## config.mk

```make
export PLATFORM = sky130hd
export DESIGN_NAME = undef_op_seq
export DESIGN_NICKNAME = d
export VERILOG_FILES = /design/src/rtl/undef_op_pkg.sv /design/src/rtl/undef_op_decode.sv /design/src/rtl/undef_op_count.sv /design/src/rtl/undef_op_irqgate.sv /design/src/rtl/undef_op_seq.sv
export SDC_FILE = /design/constraint.sdc
export NUM_CORES = 1
export LEC_CHECK = 0
export ABC_AREA = 1
export CORE_MARGIN = 10
export CORE_UTILIZATION = 51
export DETAILED_ROUTE_END_ITERATION = 16
export PLACE_DENSITY = 0.82
export SLEW_MARGIN = 0
export SYNTH_ARGS = -nofsm -noshare
export SYNTH_HDL_FRONTEND = slang
export SYNTH_SLANG_ARGS = --single-unit
```

## constraint.sdc

```tcl
create_clock -name clk -period 5.6 [get_ports clk]
set_input_delay 1.4 -clock clk [delete_from_list [all_inputs] [get_ports clk]]
set_output_delay 1.4 -clock clk [all_outputs]
set_load 0.02 [all_outputs]
```

## src/rtl/undef_op_pkg.sv

```systemverilog
package undef_op_pkg;

  typedef enum logic [2:0] {
    CL_DEF  = 3'd0,
    CL_B1C1 = 3'd1,
    CL_B2C2 = 3'd2,
    CL_B2C3 = 3'd3,
    CL_B2C4 = 3'd4,
    CL_B3C8 = 3'd5,
    CL_B3C4 = 3'd6
  } op_class_e;

  localparam int MAX_CYC = 8;

  // instruction length in bytes for a class
  function automatic logic [1:0] len_of(op_class_e c);
    case (c)
      CL_B1C1:                    return 2'd1;
      CL_B2C2, CL_B2C3, CL_B2C4:  return 2'd2;
      CL_B3C8, CL_B3C4:           return 2'd3;
      default:                    return 2'd0;
    endcase
  endfunction

  // bus cycles for a class
  function automatic logic [3:0] cyc_of(op_class_e c);
    case (c)
      CL_B1C1: return 4'd1;
      CL_B2C2: return 4'd2;
      CL_B2C3: return 4'd3;
      CL_B2C4: return 4'd4;
      CL_B3C8: return 4'd8;
      CL_B3C4: return 4'd4;
      default: return 4'd0;
    endcase
  endfunction

endpackage

```

## src/rtl/undef_op_decode.sv

```systemverilog
module undef_op_decode
  import undef_op_pkg::*;
#(
  parameter bit HAS_WAIT_STOP = 1'b1
) (
  input  logic [7:0] op,
  output op_class_e  cls
);
  logic [3:0] hi, lo;
  logic       wb_excl;

  assign hi = op[7:4];
  assign lo = op[3:0];

  generate
    if (HAS_WAIT_STOP) begin : g_ws
      assign wb_excl = (hi == 4'hC) || (hi == 4'hD);
    end else begin : g_nows
      assign wb_excl = 1'b0;
    end
  endgenerate

  always_comb begin
    cls = CL_DEF;
    case (lo)
      4'h3: cls = CL_B1C1;
      4'hB: cls = wb_excl ? CL_DEF : CL_B1C1;
      4'h2: if (!hi[0] && hi != 4'hA) cls = CL_B2C2;
      4'h4: begin
        if (hi == 4'h4) cls = CL_B2C3;
        else if (hi == 4'h5 || hi == 4'hD || hi == 4'hF) cls = CL_B2C4;
      end
      4'hC: begin
        if (hi == 4'h5) cls = CL_B3C8;
        else if (hi == 4'hD || hi == 4'hF) cls = CL_B3C4;
      end
      default: cls = CL_DEF;
    endcase
  end
endmodule

```

## src/rtl/undef_op_count.sv

```systemverilog
module undef_op_count #(
  parameter int CNT_W = 4
) (
  input  logic             clk,
  input  logic             rst_n,
  input  logic             start,
  input  logic [CNT_W-1:0] cyc_init,
  input  logic [1:0]       byt_init,
  input  logic             tick,
  input  logic             fetch_ack,
  output logic             busy,
  output logic             fetch_req,
  output logic             fin
);
  logic [CNT_W-1:0] cyc_left;
  logic [1:0]       byt_left;
  logic             adv;

  assign fetch_req = busy && (byt_left != 2'd0);
  assign adv       = busy && tick && (!fetch_req || fetch_ack);
  assign fin       = adv && (cyc_left == CNT_W'(1));

  always_ff @(posedge clk) begin
    if (!rst_n) begin
      busy     <= 1'b0;
      cyc_left <= '0;
      byt_left <= '0;
    end else if (start) begin
      busy     <= 1'b1;
      cyc_left <= cyc_init - CNT_W'(1);
      byt_left <= byt_init - 2'd1;
    end else if (adv) begin
      cyc_left <= cyc_left - CNT_W'(1);
      if (fetch_req) byt_left <= byt_left - 2'd1;
      if (fin) busy <= 1'b0;
    end
  end


  stall_hold_chk: assert property (@(posedge clk) disable iff (!rst_n)
    (busy && !adv) |=> (busy && $stable(cyc_left) && $stable(byt_left)));


  fetch_first_chk: assert property (@(posedge clk) disable iff (!rst_n)
    busy |-> (CNT_W'(byt_left) <= cyc_left));
endmodule

```

## src/rtl/undef_op_irqgate.sv

```systemverilog
module undef_op_irqgate (
  input  logic clk,
  input  logic rst_n,
  input  logic set_hold,
  input  logic clr_hold,
  input  logic done,
  input  logic irq_pend,
  output logic irq_hold,
  output logic irq_take
);
  always_ff @(posedge clk) begin
    if (!rst_n)        irq_hold <= 1'b0;
    else if (set_hold) irq_hold <= 1'b1;
    else if (clr_hold) irq_hold <= 1'b0;
  end

  assign irq_take = done && irq_pend && !irq_hold;


  hold_keep_chk: assert property (@(posedge clk) disable iff (!rst_n)
    (!set_hold && !clr_hold) |=> $stable(irq_hold));


  hold_set_chk: assert property (@(posedge clk) disable iff (!rst_n)
    set_hold |=> irq_hold);
endmodule

```

## src/rtl/undef_op_seq.sv

```systemverilog
module undef_op_seq
  import undef_op_pkg::*;
#(
  parameter bit HAS_WAIT_STOP = 1'b1,
  parameter int CNT_W         = 4
) (
  input  logic       clk,
  input  logic       rst_n,
  input  logic       op_valid,
  input  logic [7:0] op_byte,
  input  logic       op_defined,
  input  logic       tick,
  output logic       fetch_req,
  input  logic       fetch_ack,
  input  logic       irq_pend,
  output logic       busy,
  output logic       done,
  output logic [1:0] bytes_used,
  output logic [2:0] op_class,
  output logic       irq_hold,
  output logic       irq_take
);
  localparam int CNT_MAX = (1 << CNT_W) - 1;

  op_class_e  cls;
  logic       accept, reserved, take_res, take_one, take_multi, take_def;
  logic       fin;
  logic       done_q;
  logic [1:0] bytes_q;
  op_class_e  class_q;

  undef_op_decode #(.HAS_WAIT_STOP(HAS_WAIT_STOP)) u_dec (
    .op  (op_byte),
    .cls (cls)
  );

  assign accept     = op_valid && tick && !busy;
  assign reserved   = !op_defined && (cls != CL_DEF);
  assign take_res   = accept && reserved;
  assign take_one   = take_res && (cls == CL_B1C1);
  assign take_multi = take_res && (cls != CL_B1C1);
  assign take_def   = accept && !reserved;

  undef_op_count #(.CNT_W(CNT_W)) u_cnt (
    .clk       (clk),
    .rst_n     (rst_n),
    .start     (take_multi),
    .cyc_init  (CNT_W'(cyc_of(cls))),
    .byt_init  (len_of(cls)),
    .tick      (tick),
    .fetch_ack (fetch_ack),
    .busy      (busy),
    .fetch_req (fetch_req),
    .fin       (fin)
  );

  always_ff @(posedge clk) begin
    if (!rst_n) begin
      done_q  <= 1'b0;
      bytes_q <= 2'd0;
      class_q <= CL_DEF;
    end else begin
      done_q <= take_one || fin;
      if (take_res) begin
        bytes_q <= len_of(cls);
        class_q <= cls;
      end
    end
  end

  undef_op_irqgate u_irq (
    .clk      (clk),
    .rst_n    (rst_n),
    .set_hold (take_one),
    .clr_hold (take_multi || take_def),
    .done     (done_q),
    .irq_pend (irq_pend),
    .irq_hold (irq_hold),
    .irq_take (irq_take)
  );

  assign done       = done_q;
  assign bytes_used = bytes_q;
  assign op_class   = class_q;

  initial begin
    cnt_fits_chk: assert (CNT_MAX >= MAX_CYC);
  end


  fetch_in_busy_chk: assert property (@(posedge clk) disable iff (!rst_n)
    fetch_req |-> busy);


  done_source_chk: assert property (@(posedge clk) disable iff (!rst_n)
    done |-> $past(busy || take_one));


  def_bypass_chk: assert property (@(posedge clk) disable iff (!rst_n)
    take_def |=> (!busy && !done));


  busy_freeze_chk: assert property (@(posedge clk) disable iff (!rst_n)
    busy |=> ($stable(op_class) && $stable(bytes_used)));


  take_gate_chk: assert property (@(posedge clk) disable iff (!rst_n)
    irq_take |-> (done && irq_pend));
endmodule

```

==> flow_metrics.env <==
export IMPL_status="completed"
export IMPL_synth_top_area_share_pct=29.3
export IMPL_grt_max_degree=14
export IMPL_grt_pass1_vias=920
export IMPL_hp_start="bytes_used[1]"
export IMPL_slowest_stage="clkdlybuf4s50_1"
export IMPL_netlist_top_cells_count="35 x nand2_1, 16 x inv_1, 14 x dfxtp_1"
export IMPL_p_leak_nw=0.511
export IMPL_wire_per_inst_um=12.2
export IMPL_ys_async_sr_fraction_pct=0
export IMPL_endpoint_kind="primary output"
export IMPL_grt_pass1_wl_mm=4.06
export IMPL_critical_path_required_ns=4.20
export IMPL_min_path_type="flop to flop"
export IMPL_post_cts_buffers=0
export IMPL_period_share_pct=71.1
export IMPL_cts_resized=0
export IMPL_synthFlopType="dfxtp_1"
export IMPL_dr_pass1_iters=4
export IMPL_core_area_sq_um=1750
export IMPL_synth_area_sq_um=956
export IMPL_die_y_um=63.3
export IMPL_yosys_area_share_xor_xnor_pct=2.75
export IMPL_setup_tns_ns=0
export IMPL_overflow=0
export IMPL_synth_nets=163
export IMPL_critPathTopFamily="buffers and inverters"
export IMPL_synth_area_leaders="dfxtp_1 29%, nand2_1 14%, inv_1 6.3%, a21oi_1 5.8%, nor2_1 5.1%"
export IMPL_ant_nets=0
export IMPL_power_density_nw_per_um2=173
export IMPL_slowest_delay_ns=0.61
export IMPL_synthMuxAreaShare_pct=0
export IMPL_slew_viol_final=0
export IMPL_area_growth_pct=31.0
export IMPL_finalHoldViolCount=0
export IMPL_routed_via_count=1015
export IMPL_place_inst=193
export IMPL_clkLatencyLatePin_ns=0.29
export IMPL_relSlewSlack_pct=71.6
export IMPL_drcViolationCount=0
export IMPL_holdBufCountCts=0
export IMPL_dieArea_sq_um=4010
export IMPL_initial_core_util_pct=54.8
export IMPL_path_common_cell="clkdlybuf4s50_1"
export IMPL_detail_route_wirelength_mm=2.41
export IMPL_ys_seq_elements=14
export IMPL_reg2regPathDepth=7
export IMPL_path_clk_slew_ns=0.10
export IMPL_synth_edf_count=0
export IMPL_timing_final_crit_period_ns=3.98
export IMPL_start_kind="input port"
export IMPL_netlist_instances=145
export IMPL_setup_violations=0
export IMPL_boundaryPins=25
export IMPL_grtUsageTotal_pct=11.9
export IMPL_r2r_slack_ns=4.00
export IMPL_worst_pin_slew_ns=0.423
export IMPL_cts_sinks=14
export IMPL_htreeDepth=1
export IMPL_worstHoldPathCells=2
export IMPL_arrival_ns=2.58
export IMPL_crit_type="input port to primary output"
export IMPL_worstReg2RegStart="u_cnt.busy"
export IMPL_synthAdderAreaFrac_pct=3.93
export IMPL_ys_types=27
export IMPL_final_setup_skew_ns=0.0109
export IMPL_rr_endpoint="u_cnt.cyc_left[1]"
export IMPL_port_buffer_count=24
export IMPL_clockRootBuffer="clkbuf_4"
export IMPL_yosysMostFrequentCell="nand2_1"
export IMPL_final_cells=197
export IMPL_rows=15
export IMPL_via_per_inst=5.15
export IMPL_n_antenna_cell=0
export IMPL_drive_above_1_share_pct=14.0
export IMPL_nNetsFinal=191
export IMPL_critPathMaxFanout=1
export IMPL_dp_hpwl_mm=1.99
export IMPL_fmax_ghz=0.251
export IMPL_die_width_um=63.3
export IMPL_synth_warnings=0
export IMPL_synth_compound_area_share_pct=14.0
export IMPL_finalPower_w=0.000217
export IMPL_clockBufferDepth=2
export IMPL_synth_top_family_by_area="simple AND/OR/NAND/NOR gates"
export IMPL_crit_buf_inv=2
export IMPL_synthSimpleGateAreaFrac_pct=39.4
export IMPL_fin_util_pct=71.8
export IMPL_vdd_drop_max_mv=0.102
export IMPL_cts_tree="built"
export IMPL_avgSynthCellArea_sq_um=6.59
export IMPL_drtIter0Drc=33
export IMPL_synth_seq_area_share_pct=29.3
export IMPL_gp_congestion=0.828
export IMPL_maxCapViolations=0
export IMPL_synth_top_area_cell="dfxtp_1"
export IMPL_antenna_found_initial=0
export IMPL_crit_path_cell_trace="clkdlybuf4s50_1 > nand2_1 > nor2_1 > clkdlybuf4s50_1"
export IMPL_cts_buffers=3
export IMPL_rsz0062_at_grt="false"
export IMPL_min_to="bytes_used[1]"
## registers in the layout, summed over array words and instances, names as in the netlist
register and count:
u_cnt.byt_left 2, u_cnt.busy 1, op_class 3, bytes_used 2
u_irq.irq_hold 1, done 1, u_cnt.cyc_left 4
## area by class of cell
type,count,area (sq um)
Sequential cell,14,280
Clock buffer,4,36.3
Multi-Input combinational cell,106,574
Fill cell,153,493
Inverter,24,90.1
Timing Repair Buffer,24,240
Tap cell,25,31.3
## power breakdown
group / switching [W] / internal [W]
combinational: 0.0000217 / 0.0000178
sequential: 0.00000103 / 0.000101
clock: 0.0000357 / 0.0000395
total: 0.0000584 / 0.000158
## worst max path at each step
stage,from,to,cells after the start
4_1_cts,irq_pend,irq_take,4
6_report,irq_pend,irq_take,4
5_1_grt,irq_pend,irq_take,4
3_3_place_gp,irq_pend,irq_take,4
2_1_floorplan,irq_pend,irq_take,2
3_5_place_dp,irq_pend,irq_take,4
## cell usage in the layout (no fill, tap or decap), types with 2 or more instances in the layout
| cell | n |
|---|---|
| a211oi_1 | 2 |
| a21oi_1 | 11 |
| a31oi_1 | 2 |
| clkbuf_4 | 3 |
| clkdlybuf4s50_1 | 24 |
| dfxtp_1 | 14 |
| ha_1 | 3 |
| inv_1 | 16 |
| inv_2 | 7 |
| nand2_1 | 35 |
| nand2_2 | 5 |
| nand3_1 | 7 |
| nand3_2 | 2 |
| nand4_1 | 4 |
| nor2_1 | 13 |
| nor2_2 | 3 |
| nor3_1 | 3 |
| o21ai_0 | 5 |
| o21ai_1 | 2 |
| xor2_1 | 2 |
## routing by layer
layer / share of wire (%) / wire, um / global-route usage (%) / vias up
li1: - / - / - / 526
met1: 44 / 1060 / 14.9 / 456
met2: 48 / 1150 / 19.4 / 29
met3: 6.7 / 161 / 3.36 / 4
met4: 1.1 / 27 / 3.28 / 0
met5: 0 / 0 / 0 / -
## worst register-to-register path, stage by stage, from the launching register on
cell      delay, ns
dfxtp_1        0.34
inv_1          0.08
nand3_1        0.10
nor2_2         0.34
nand3_4        0.23
nand2_2        0.18
o211ai_1       0.11
a21oi_1        0.15
## through the flow
stage	instance area, sq um	hold WS, ns	worst slack, ns
after detailed placement	1220	0.454	1.60
final	1250	0.468	1.62
after CTS	1250	0.468	1.60
after floorplan	956	0.443	2.48
after global placement	1220	0.452	1.62
after global routing	1250	0.490	1.57
## kinds of logic (layout without fill, tap and decap cells)
family | after synthesis | count (layout)
and+or+nand+nor | 76 | 76
buffers and inverters | 25 | 52
AOI/OAI and AO/OA | 24 | 24
DFF | 14 | 14
adders and majority gates | 3 | 3
xor gates and xnor gates | 3 | 3
Power figures use the tool's default switching activity.
